## src/rtl/ctt_pkg.sv

```systemverilog
package ctt_pkg;
  typedef enum logic {
    SEL_WATCH = 1'b0,
    SEL_IVL   = 1'b1
  } ctt_sel_e;

  localparam int unsigned REG_W = 16;
endpackage

```

## src/rtl/ctt_divider.sv

```systemverilog
module ctt_divider #(
  parameter int unsigned DIV = 384
) (
  input  logic clk,
  input  logic rst_n,
  input  logic restart,
  output logic tick
);
  localparam int unsigned CW = (DIV > 1) ? $clog2(DIV) : 1;

  logic [CW-1:0] phase;
  logic          at_end;

  assign at_end = (phase == CW'(DIV - 1));
  assign tick   = at_end && !restart;

  always_ff @(posedge clk) begin
    if (!rst_n)                 phase <= '0;
    else if (restart || at_end) phase <= '0;
    else                        phase <= phase + 1'b1;
  end
endmodule

```

## src/rtl/ctt_stopwatch.sv

```systemverilog
module ctt_stopwatch #(
  parameter int unsigned W = 12
) (
  input  logic         clk,
  input  logic         rst_n,
  input  logic         clr,
  input  logic         tick,
  output logic [W-1:0] count_q
);
  always_ff @(posedge clk) begin
    if (!rst_n || clr) count_q <= '0;
    else if (tick)     count_q <= count_q + 1'b1;
  end
endmodule

```

## src/rtl/ctt_interval.sv

```systemverilog
module ctt_interval #(
  parameter int unsigned W = 8
) (
  input  logic         clk,
  input  logic         rst_n,
  input  logic         wr,
  input  logic [W-1:0] wdata,
  input  logic         tick,
  output logic [W-1:0] period_q,
  output logic         expire
);
  logic [W-1:0] remain;
  logic         armed;
  logic         last;

  assign armed  = (period_q != '0);
  assign last   = (remain == W'(1));
  assign expire = tick && armed && last && !wr;

  always_ff @(posedge clk) begin
    if (!rst_n) begin
      period_q <= '0;
      remain   <= '0;
    end else if (wr) begin
      period_q <= wdata;
      remain   <= wdata;
    end else if (tick && armed) begin
      remain <= last ? period_q : remain - 1'b1;
    end
  end
endmodule

```

## src/rtl/ctt_irq_latch.sv

```systemverilog
module ctt_irq_latch (
  input  logic clk,
  input  logic rst_n,
  input  logic cancel,
  input  logic set,
  input  logic ack,
  output logic req
);
  always_ff @(posedge clk) begin
    if (!rst_n)      req <= 1'b0;
    else if (cancel) req <= 1'b0;
    else if (set)    req <= 1'b1;
    else if (ack)    req <= 1'b0;
  end
endmodule

```

## src/rtl/cd_tick_timers.sv

```systemverilog
module cd_tick_timers #(
  parameter int unsigned DIV   = 384,
  parameter int unsigned SW_W  = 12,
  parameter int unsigned IVL_W = 8
) (
  input  logic        clk,
  input  logic        rst_n,
  input  logic        reg_sel,
  input  logic        reg_wr,
  input  logic [1:0]  reg_be,
  input  logic [15:0] reg_wdata,
  output logic [15:0] reg_rdata,
  output logic [15:0] pri_watch_q,
  input  logic        irq_en,
  input  logic        irq_ack,
  output logic        irq_req
);
  import ctt_pkg::*;

  ctt_sel_e         sel;
  logic             watch_clr;
  logic             ivl_wr;
  logic             ivl_cancel;
  logic [SW_W-1:0]  watch;
  logic [IVL_W-1:0] period;
  logic             expire;
  logic [1:0]       tick;
  logic [1:0]       restart;

  assign sel        = ctt_sel_e'(reg_sel);
  assign watch_clr  = reg_wr && (sel == SEL_WATCH) && (reg_be != 2'b00);
  assign ivl_wr     = reg_wr && (sel == SEL_IVL) && reg_be[0];
  assign ivl_cancel = ivl_wr && (reg_wdata[IVL_W-1:0] == '0);
  assign restart    = {ivl_wr, watch_clr};

  for (genvar g = 0; g < 2; g++) begin : g_div
    ctt_divider #(.DIV(DIV)) u_div (
      .clk(clk), .rst_n(rst_n), .restart(restart[g]), .tick(tick[g])
    );
  end

  ctt_stopwatch #(.W(SW_W)) u_watch (
    .clk(clk), .rst_n(rst_n), .clr(watch_clr), .tick(tick[0]), .count_q(watch)
  );

  ctt_interval #(.W(IVL_W)) u_ivl (
    .clk(clk), .rst_n(rst_n), .wr(ivl_wr), .wdata(reg_wdata[IVL_W-1:0]),
    .tick(tick[1]), .period_q(period), .expire(expire)
  );

  ctt_irq_latch u_irq (
    .clk(clk), .rst_n(rst_n), .cancel(ivl_cancel),
    .set(expire && irq_en), .ack(irq_ack), .req(irq_req)
  );

  assign pri_watch_q = REG_W'(watch);

  always_comb begin
    case (sel)
      SEL_WATCH: reg_rdata = REG_W'(watch);
      default:   reg_rdata = REG_W'(period);
    endcase
  end
endmodule

```

## config.mk

```make
export PLATFORM = sky130hd
export DESIGN_NAME = cd_tick_timers
export DESIGN_NICKNAME = d
export VERILOG_FILES = /design/src/rtl/ctt_pkg.sv /design/src/rtl/ctt_divider.sv /design/src/rtl/ctt_stopwatch.sv /design/src/rtl/ctt_interval.sv /design/src/rtl/ctt_irq_latch.sv /design/src/rtl/cd_tick_timers.sv
export SDC_FILE = /design/constraint.sdc
export NUM_CORES = 1
export LEC_CHECK = 0
export ABC_AREA = 1
export BUFFER_PORTS_ARGS = -buffer_cell sky130_fd_sc_hd__buf_4
export CAP_MARGIN = 20
export CORE_ASPECT_RATIO = 1.2
export CORE_MARGIN = 1
export CORE_UTILIZATION = 40
export DETAILED_ROUTE_END_ITERATION = 10
export GPL_ROUTABILITY_DRIVEN = 0
export MAX_ROUTING_LAYER = met4
export PLACE_DENSITY = 0.67
export RECOVER_POWER = 100
export SLEW_MARGIN = 30
export SYNTH_ARGS = -nofsm -noshare
export SYNTH_HDL_FRONTEND = slang
export SYNTH_SLANG_ARGS = --single-unit
export TNS_END_PERCENT = 10
```

## constraint.sdc

```tcl
create_clock -name clk -period 4 [get_ports clk]
set_input_delay 0.2 -clock clk [delete_from_list [all_inputs] [get_ports clk]]
set_output_delay 0.2 -clock clk [all_outputs]
set_load 0.01 [all_outputs]
```

==> impl_metrics.yaml, run 1 <==
critical_path:
  crit_fanout: 21
  cp-end-kind: "flop"
  worst-setup-path-type: "in -> reg"
  crit_required_ns: 4.26
  worst-r2r-setup-slack_ns: 2.27
  rr_endpoint: "u_ivl.remain[5]"
  start_point_of_the_critical_path: "reg_sel"
  worst-r2r-cell-count: 9
  worst_setup_path_endpoint: "u_ivl.remain[4]"
  crit_arrival_ns: 2.27
  worstReg2RegStart: "g_div[1].u_div.phase[0]"
  startpoint_kind_of_the_worst_setup_timing_path: "primary input"
  timing.critical_path.slowest_cell_delay_ns: 0.66
  timing.critical_path.slowest_stage_cell: "nand3_1"
  worst_path_cell_chain: "clkbuf_1 > nand3_1 > inv_1 > nand2_1 > nand3_1 > nand2_1 > inv_1"
routing:
  finalWirelength_mm: 6.04
  first_iter_violations: 173
  first_pass_iters: 4
  ant_nets: 0
  wl_per_cell_um: 11.4
  detail_route.drc_violations: 0
  vias_per_cell: 4.86
  total_via_count_in_the_routed_design: 2577
flow_run:
  max_cap_viol_count: 0
timing:
  hold_viol: 0
  slew_headroom_pct: 44.5
  setup-tns-final_ns: 0
  peak_clock_frequency_supported_by_timing_mhz: 498
  finalSetupViolations: 0
  fin_crit_ns: 2.01
  layout_worst_path_cycle_share_pct: 50.2
  max_slew_violation_count: 0
  worst_slew_pin_slew_ns: 0.832
  grt_setup_unrepaired: "false"
  fin_skew_ns: 0.00571
power:
  power.static_leakage_nw: 1.25
  cellPowerDensity_nw_per_um2: 328
  ir_drop_worst_case_vdd_mv: 0.184
  fin_total_pwr_uw: 999
floorplanning:
  floorplan.rows: 32
  die_x_um: 77.2
  core_area_um2: 6490
  fp.dieH_um: 92.2
  io-pin-count: 57
  die_area_um2: 7120
  starting_utilization_of_the_core_area_pct: 41.8
synthesis:
  post_synth_main_area_contributors: "dfxtp_1 35%, nand2_1 13%, nor2_1 7.3%"
  ys_flop_type: "dfxtp_1"
  netlist_area_um2: 2710
  synth_area_leader_cell: "dfxtp_1"
  ranking_of_synthesized_cells_by_instance_count: "96 x nand2_1, 53 x nor2_1, 49 x inv_1"
  synth.ff_latch_count: 47
  syn_avg_cell_area_um2: 6.73
  synth.most_common_cell: "nand2_1"
  synthArstFlopShare_pct: 0
  yosys.area.top_type_share_pct: 34.7
  post_synth_inst_count: 403
  synth_enable_flop_cells: 0
  synthesis.yosys.warnings: 0
  yosys.cell_types.count: 35
  sequential_cell_area_fraction_in_the_yosys_report_pct: 34.7
cells_and_area:
  stdcell_count: 530
  finalInstanceArea_um2: 3040
  layout-drive-gt1-share_pct: 9.44
  area_of_combinational_cells_with_multiple_inputs_um2: 1460
  num-fill-cells: 731
  flow.area_growth_from_synthesis_pct: 12.1
  final_core_utilization_pct: 46.9
  antenna_cells: 0
  seqCellArea_um2: 941
  final_nets: 473
cts:
  cts_htree_levels: 2
  cts-hold-fix-buffers: 0
  cts-root-to-sink-buffers: 2
  cts-root-buf: "clkbuf_8"
  cts_repair_resize_count: 0
  cts_inserted_buffers: 5
  clock_latency_ns: 0.30
  number_of_sinks_handled_by_clock_tree_synthesis: 47
  clk_transition_reported_paths_ns: 0.09
  tritoncts: "done"
  postCtsSetupRepairBufs: 0
grt:
  gr-max-usage-layer: "met2"
  global_route.usage.met3_pct: 3.38
  globalRouteMet2Util_pct: 32.7
  initial_antenna_violation_count: 0
  maximum_number_of_pins_on_one_net_before_global_route_repair: 22
  global_route.usage.met1_pct: 20.7
  global_route.usage.total_pct: 18.8
  grt_first_pass_wirelength_mm: 10.4
  gr-total-overflow: 0
  number_of_global_route_vias_before_repair: 2417
status:
  outcome: "complete, no violations"
placed_design:
  numPlacedInstances: 522
  io_buffer_count: 40
  place.detailed.hpwl_mm: 4.71
  placedInstanceArea_um2: 3040
min_path:
  worst_hold_path_type: "in -> reg"
==> metrics by stage <==
stage          setup slack [ns]  hold slack (ns)
3_3_place_gp               2.51            0.430
2_1_floorplan              2.68            0.356
6_report                   1.99            0.133
3_5_place_dp               2.50            0.436
4_1_cts                    2.48            0.121
5_1_grt                    1.81            0.152
==> layout by cell type (no fill, tap or decap) <==
| cell | count |
|---|---|
| o21ai_2 | 2 |
| nor2_2 | 4 |
| inv_2 | 3 |
| nor2_4 | 2 |
| o21ai_0 | 17 |
| buf_4 | 14 |
| nor2_1 | 55 |
| nand3_1 | 35 |
| nand3_2 | 1 |
| nand2_2 | 4 |
| xor2_1 | 11 |
| or2_2 | 1 |
| nand4_2 | 1 |
| ha_1 | 5 |
| nor3_1 | 11 |
| and2_4 | 1 |
| nand2_4 | 1 |
| nand2_1 | 96 |
| clkbuf_8 | 5 |
| nand3b_1 | 1 |
| nor3b_1 | 3 |
| inv_1 | 51 |
| bufinv_16 | 2 |
| nor3_4 | 1 |
| nand4_1 | 10 |
| dfxtp_1 | 47 |
| or3_1 | 1 |
| clkbuf_1 | 27 |
| conb_1 | 8 |
| o22ai_1 | 5 |
| a21oi_1 | 18 |
| o21ai_1 | 2 |
==> registers in the layout (all words and copies together) (netlist names) <==
signal,flops
g_div.u_div.phase,18
u_watch.count_q,12
u_ivl.period_q,8
u_ivl.remain,8
u_irq.req,1
==> worst max-delay path, delay by kind of cell <==
| family | cells | cell delay (ns) |
|---|---|---|
| buffers and inverters | 3 | 1.08 |
| and+or+nand+nor | 4 | 0.98 |
==> cells by family (layout without fill, tap and decap cells) <==
group	Yosys count	count (layout)	share of synthesized area, %
flip-flops	47	47	34.7
other	1	8	0.138
XOR/XNOR	11	11	3.55
buffers and inverters	67	102	11.4
AO/OA/AOI/OAI	44	44	8.63
adder cells (fa/ha/maj)	5	5	2.31
AND/OR/NAND/NOR	228	228	39.3
==> how the worst min path moves through the flow <==
stage	startpoint	endpoint	slack [ns]	depth (start not counted)
after floorplan	reg_wdata[3]	u_ivl.remain[3]	0.36	2
after global placement	g_div[0].u_div.phase[0]	g_div[0].u_div.phase[0]	0.43	1
after detailed placement	g_div[0].u_div.phase[0]	g_div[0].u_div.phase[0]	0.44	1
after CTS	irq_ack	u_irq.req	0.12	4
after global routing	irq_ack	u_irq.req	0.15	4
final	irq_ack	u_irq.req	0.13	4
==> layer usage <==
metal  wire length [µm]  part of all wire (%)
met2               3020                    50
met5                  0                     0
met3                233                   3.9
met1               2680                    44
met4                112                   1.9
==> final cells by class <==
type	instances	share of cell area (%)
multi-input combinational	296	47.9
clock buffer	6	2.39
clock inverter	2	1.97
tap	85	3.50
sequential	47	30.9
inverter	54	6.66
timing repair buffer	40	6.66
==> power by group <==
| group | total [mW] | internal (mW) | switching [mW] |
|---|---|---|---|
| sequential | 0.486 | 0.478 | 0.00829 |
| clock | 0.414 | 0.250 | 0.164 |
| combinational | 0.0994 | 0.0369 | 0.0624 |
Power figures use the tool's default switching activity.
==> run 2: changes to the inputs <==
- PLACE_DENSITY: 0.67 -> 0.7
- clock period: 4 -> 1.7 ns (I/O delays scaled with it)
==> impl_metrics.yaml, run 2 (synthesis results as in run 1) <==
cells_and_area:
  largest_register_ffs: 18
  final_nets: 473
  largestRegisters: "g_div.u_div.phase (18), u_watch.count_q (12)"
  num-fill-cells: 708
  finalInstanceArea_um2: 3070
  area_of_combinational_cells_with_multiple_inputs_um2: 1480
  antenna_cells: 0
  flow.area_growth_from_synthesis_pct: 13.2
  layout-drive-gt1-share_pct: 11.2
  layout_commonest_cell: "nand2_1"
  seqCellArea_um2: 941
  layout.cells.most_common_list: "97 x nand2_1, 53 x nor2_1, 50 x inv_1"
  top_register: "g_div.u_div.phase"
grt:
  gr-total-overflow: 0
  number_of_global_route_vias_before_repair: 2340
  initial_antenna_violation_count: 0
  maximum_number_of_pins_on_one_net_before_global_route_repair: 22
  global_route.usage.total_pct: 18.1
  grt_first_pass_wirelength_mm: 10.2
critical_path:
  worst-setup-path-type: "reg -> reg"
  crit_required_ns: 1.93
  startpoint_kind_of_the_worst_setup_timing_path: "flop"
  cp.buffers_inverters: 1
  critical_path.top_delay_family: "simple AND/OR/NAND/NOR gates"
  crit_arrival_ns: 1.75
  worst_path_cell_chain: "ha_1 > nand2_1 > nor2_1 > nand4_2 > inv_1 > nand2_1 > a21oi_1"
  timing.critical_path.slowest_stage_cell: "dfxtp_1"
  crit_fanout: 7
  cp-end-kind: "flop"
  timing.critical_path.slowest_cell_delay_ns: 0.36
  crit_path_frequent_cell: "nand2_1"
cts:
  cts_htree_levels: 2
  tritoncts: "done"
  cts-root-to-sink-buffers: 2
  number_of_sinks_handled_by_clock_tree_synthesis: 47
  postCtsSetupRepairBufs: 0
  cts_repair_resize_count: 0
  clk_transition_reported_paths_ns: 0.09
  cts-hold-fix-buffers: 0
  clock_latency_ns: 0.30
  cts-root-buf: "clkbuf_8"
  cts_inserted_buffers: 5
power:
  power.share.switching_pct: 24.0
  cellPowerDensity_nw_per_um2: 771
  power.static_leakage_nw: 1.26
  clockPowerShare_pct: 41.5
  switchingPower_uw: 568
  ir_drop_worst_case_vdd_mv: 0.409
  share_comb_of_total_power_pct: 10.2
  cell_internal_pwr_mw: 1.80
  power.sequential.fraction_pct: 48.3
timing:
  hold_viol: 0
  peak_clock_frequency_supported_by_timing_mhz: 657
  fin_crit_ns: 1.52
  finalSetupViolations: 0
  grt_setup_unrepaired: "false"
  setup-tns-final_ns: 0
  layout_worst_path_cycle_share_pct: 89.5
  fin_skew_ns: 0.00914
  max_slew_violation_count: 0
routing:
  wl_per_cell_um: 11.2
  vias_per_cell: 4.86
  total_via_count_in_the_routed_design: 2575
  ant_nets: 0
  finalWirelength_mm: 5.93
  detail_route.drc_violations: 0
  first_iter_violations: 116
  first_pass_iters: 4
floorplanning:
  die_x_um: 77.2
  die_area_um2: 7120
  fp.dieH_um: 92.2
  io-pin-count: 57
  core_area_um2: 6490
  starting_utilization_of_the_core_area_pct: 41.8
  floorplan.rows: 32
status:
  outcome: "complete, no violations"
placed_design:
  placedInstanceArea_um2: 3040
  place.detailed.hpwl_mm: 4.63
  io_buffer_count: 40
min_path:
  worst_hold_path_type: "in -> reg"
flow_run:
  max_cap_viol_count: 0
[run 2: power groups by stage]
stage | Combinational [mW] | Clock [mW] | Sequential, mW
floorplan | 0.191 | 0 | 1.16
global placement | 0.241 | 0 | 1.17
detailed placement | 0.244 | 0 | 1.17
CTS | 0.246 | 0.997 | 1.14
global route | 0.276 | 1.03 | 1.15
finish | 0.241 | 0.982 | 1.14
[run 2: final timing paths]
path,slack (ns),start,depth (start not counted),endpoint
max,0.18,g_div[0].u_div.phase[0],7,u_watch.count_q[9]
min,0.02,irq_ack,4,u_irq.req
max reg2reg,0.18,g_div[0].u_div.phase[0],7,u_watch.count_q[9]
min reg2reg,0.45,g_div[0].u_div.phase[0],1,g_div[0].u_div.phase[0]
[run 2: worst register-to-register path: stages (launching register included)]
cell and delay, ns:
dfxtp_1 0.36, ha_1 0.17, nand2_1 0.07, nor2_1 0.18, nand4_2 0.24, inv_1 0.23, nand2_1 0.09, a21oi_1 0.12
[run 2: through the flow]
step | worst slack [ns] | hold slack (ns) | util, % | power, mW | std cells
after floorplan | 0.383 | 0.241 | - | 1.36 | 410
after CTS | 0.183 | 0.0166 | 48.9 | 2.39 | 530
after global placement | 0.226 | 0.339 | 46.8 | 1.41 | 522
after global routing | 0.0101 | 0.0341 | 47.4 | 2.46 | 530
after detailed placement | 0.201 | 0.344 | 46.8 | 1.41 | 522
final | 0.178 | 0.0248 | 47.4 | 2.37 | 530
[run 2: final cells by class]
cell class                      instances  share of cell area (%)
Sequential cell                        47                    30.6
Multi-Input combinational cell        296                    48.2
Inverter                               54                    6.60
Tap cell                               85                    3.46
Timing Repair Buffer                   40                    6.64
Clock buffer                            5                    2.24
Clock inverter                          3                    2.20
[run 2: metal layers]
metal	GRT usage, %	up-vias	share of wire [%]
met3	3.38	11	4.3
met1	20.9	1165	44
met2	31.7	47	50
met5	-	-	0
li1	-	1352	-
met4	4.87	0	1.7
==> run 3: changes to the inputs <==
- ABC_AREA: 1 -> 0
- CORE_UTILIZATION: 40 -> 49
- PLACE_DENSITY: 0.7 -> 0.82
==> impl_metrics.yaml, run 3 <==
status:
  outcome: "complete, no violations"
synthesis:
  synthArstFlopShare_pct: 0
  ranking_of_synthesized_cells_by_instance_count: "47 x dfxtp_1, 34 x nor2_1, 28 x nand2_1"
  synth_area_leader_cell: "dfxtp_1"
  synth.ff_latch_count: 47
  post_synth_inst_count: 293
  netlist_area_um2: 2530
  synth_enable_flop_cells: 0
  synthesis.yosys.warnings: 0
  ys_flop_type: "dfxtp_1"
  post_synth_main_area_contributors: "dfxtp_1 37%, nor2_1 5.0%, nand2_1 4.2%"
  yosys.cell_types.count: 52
  sequential_cell_area_fraction_in_the_yosys_report_pct: 37.2
  synth.most_common_cell: "dfxtp_1"
  syn_avg_cell_area_um2: 8.63
  yosys.area.top_type_share_pct: 37.2
timing:
  fin_crit_ns: 1.61
  hold_viol: 0
  worst_slew_pin_slew_ns: 0.804
  timing.hold.ws_ns: 0.0461
  setup-tns-final_ns: 0
  peak_clock_frequency_supported_by_timing_mhz: 622
  max_slew_violation_count: 0
  final_critical_path_setup_slack_ns: 0.0910
  finalSetupViolations: 0
  layout_worst_path_cycle_share_pct: 94.6
  slew_headroom_pct: 46.4
  fin_skew_ns: 0.00661
cells_and_area:
  layout_commonest_cell: "dfxtp_1"
  num-fill-cells: 418
  layout-drive-gt1-share_pct: 24.0
  flow.area_growth_from_synthesis_pct: 24.8
  finalInstanceArea_um2: 3160
  area_of_combinational_cells_with_multiple_inputs_um2: 1540
  layout.cells.most_common_list: "47 x dfxtp_1, 46 x buf_4, 34 x nor2_1"
  top_register: "g_div.u_div.phase"
  seqCellArea_um2: 941
  largestRegisters: "g_div.u_div.phase (18), u_watch.count_q (12)"
  antenna_cells: 0
  final_nets: 394
  largest_register_ffs: 18
routing:
  detail_route.drc_violations: 0
  ant_nets: 0
  finalWirelength_mm: 6.37
  total_via_count_in_the_routed_design: 2402
  wl_per_cell_um: 14.9
  first_pass_iters: 4
  first_iter_violations: 198
  vias_per_cell: 5.64
placed_design:
  io_buffer_count: 40
  placedInstanceArea_um2: 3060
  setup_slack_placement_ns: 0.0435
  place.detailed.hpwl_mm: 4.39
power:
  power.share.switching_pct: 24.8
  clockPowerShare_pct: 33.8
  switchingPower_uw: 538
  share_comb_of_total_power_pct: 13.4
  fin_total_pwr_mw: 2.17
  power.sequential.fraction_pct: 52.8
  power.static_leakage_nw: 1.23
  cell_internal_pwr_mw: 1.63
  ir_drop_worst_case_vdd_mv: 0.538
  cellPowerDensity_nw_per_um2: 687
cts:
  number_of_sinks_handled_by_clock_tree_synthesis: 47
  clk_transition_reported_paths_ns: 0.08
  clock_latency_ns: 0.29
  cts_htree_levels: 2
  cts-root-to-sink-buffers: 2
  cts_inserted_buffers: 5
  tritoncts: "done"
  cts-root-buf: "clkbuf_8"
  cts-hold-fix-buffers: 0
grt:
  globalRouteMet2Util_pct: 39.9
  grt_first_pass_wirelength_mm: 9.51
  global_route.usage.total_pct: 23.6
  global_route.usage.met3_pct: 3.69
  maximum_number_of_pins_on_one_net_before_global_route_repair: 23
  initial_antenna_violation_count: 0
  number_of_global_route_vias_before_repair: 2108
  global_route.usage.met1_pct: 27.7
  gr-max-usage-layer: "met2"
  gr-total-overflow: 0
critical_path:
  timing.critical_path.slowest_cell_delay_ns: 0.37
  worst_path_cell_chain: "ha_1 > and3b_2 > nand3_4 > nor4_2 > xnor2_1 > nor2_1"
  crit_fanout: 5
  worst-setup-path-type: "reg -> reg"
  cp.buffers_inverters: 0
  cp-end-kind: "flop"
  critical_path.top_delay_family: "simple AND/OR/NAND/NOR gates"
  crit_arrival_ns: 1.80
  crit_required_ns: 1.89
  timing.critical_path.slowest_stage_cell: "nor4_2"
  startpoint_kind_of_the_worst_setup_timing_path: "flop"
floorplanning:
  floorplan.rows: 28
  starting_utilization_of_the_core_area_pct: 51.2
  die_area_um2: 5450
  die_x_um: 67.6
  core_area_um2: 4940
  fp.dieH_um: 80.7
  io-pin-count: 57
flow_run:
  max_cap_viol_count: 0
min_path:
  worst_hold_path_type: "in -> reg"
run 3: cell count changes after synthesis, moves of 9 or more:
cell / before / now
nand2_1: 96 / 28
inv_1: 49 / 8
nor2_1: 53 / 34
nand3_1: 34 / 16
nor4_1: 0 / 12
xnor2_1: 0 / 12
o21ai_0: 17 / 8
run 3: final cells by class:
class / instances / share of cell area, %
tap: 60 / 2.38
multi-input combinational: 225 / 48.7
clock buffer: 8 / 3.17
sequential: 47 / 29.8
timing repair buffer: 78 / 15.0
inverter: 8 / 0.951
run 3: per-layer routing:
layer,wire length [µm],up-vias,share of wire (%)
met1,2610,1161,41
met3,254,13,4.0
met4,131,0,2.1
li1,-,1162,-
met5,0,-,0
met2,3370,66,53
run 3: per-stage QoR:
step | std cells | util [%]
2_1_floorplan | 300 | -
3_3_place_gp | 416 | 61.9
3_5_place_dp | 416 | 61.9
4_1_cts | 424 | 64.0
5_1_grt | 426 | 63.9
6_report | 426 | 63.9
run 3: path summary, 6_finish.rpt:
| path | cells past startpoint | to | slack (ns) | startpoint |
|---|---|---|---|---|
| setup / recovery | 6 | u_watch.count_q[7] | 0.09 | g_div[0].u_div.phase[0] |
| hold reg to reg | 2 | g_div[1].u_div.phase[4] | 0.52 | g_div[1].u_div.phase[4] |
| setup reg to reg | 6 | u_watch.count_q[7] | 0.09 | g_div[0].u_div.phase[0] |
| hold / removal | 2 | u_ivl.remain[4] | 0.05 | reg_wdata[4] |
run 3: timing repair:
action / CTS / global route
buffers inserted: 0 / 1
gates resized for setup: 1 / 16
pin swaps: 0 / 1
cloned: 0 / 1
endpoints found under the setup margin: 1 / 20
run 3: cell families (layout without fill, tap and decap cells):
family          Yosys count  after routing  synth area share, %
compound gates           48             48                 12.7
xor+xnor                 24             24                 8.31
fa+ha+maj                 5              5                 2.47
buf+inv                  29             94                 7.17
flops                    47             47                 37.2
mux                      11             11                 4.75
other cells               1              8                0.148
simple gates            128            129                 27.2
run 3: power groups by stage:
stage	Clock, mW	Sequential (mW)	Combinational, mW
global route	0.794	1.15	0.321
finish	0.734	1.15	0.291
detailed placement	0	1.17	0.288
CTS	0.747	1.14	0.290
global placement	0	1.17	0.281
floorplan	0	1.18	0.174
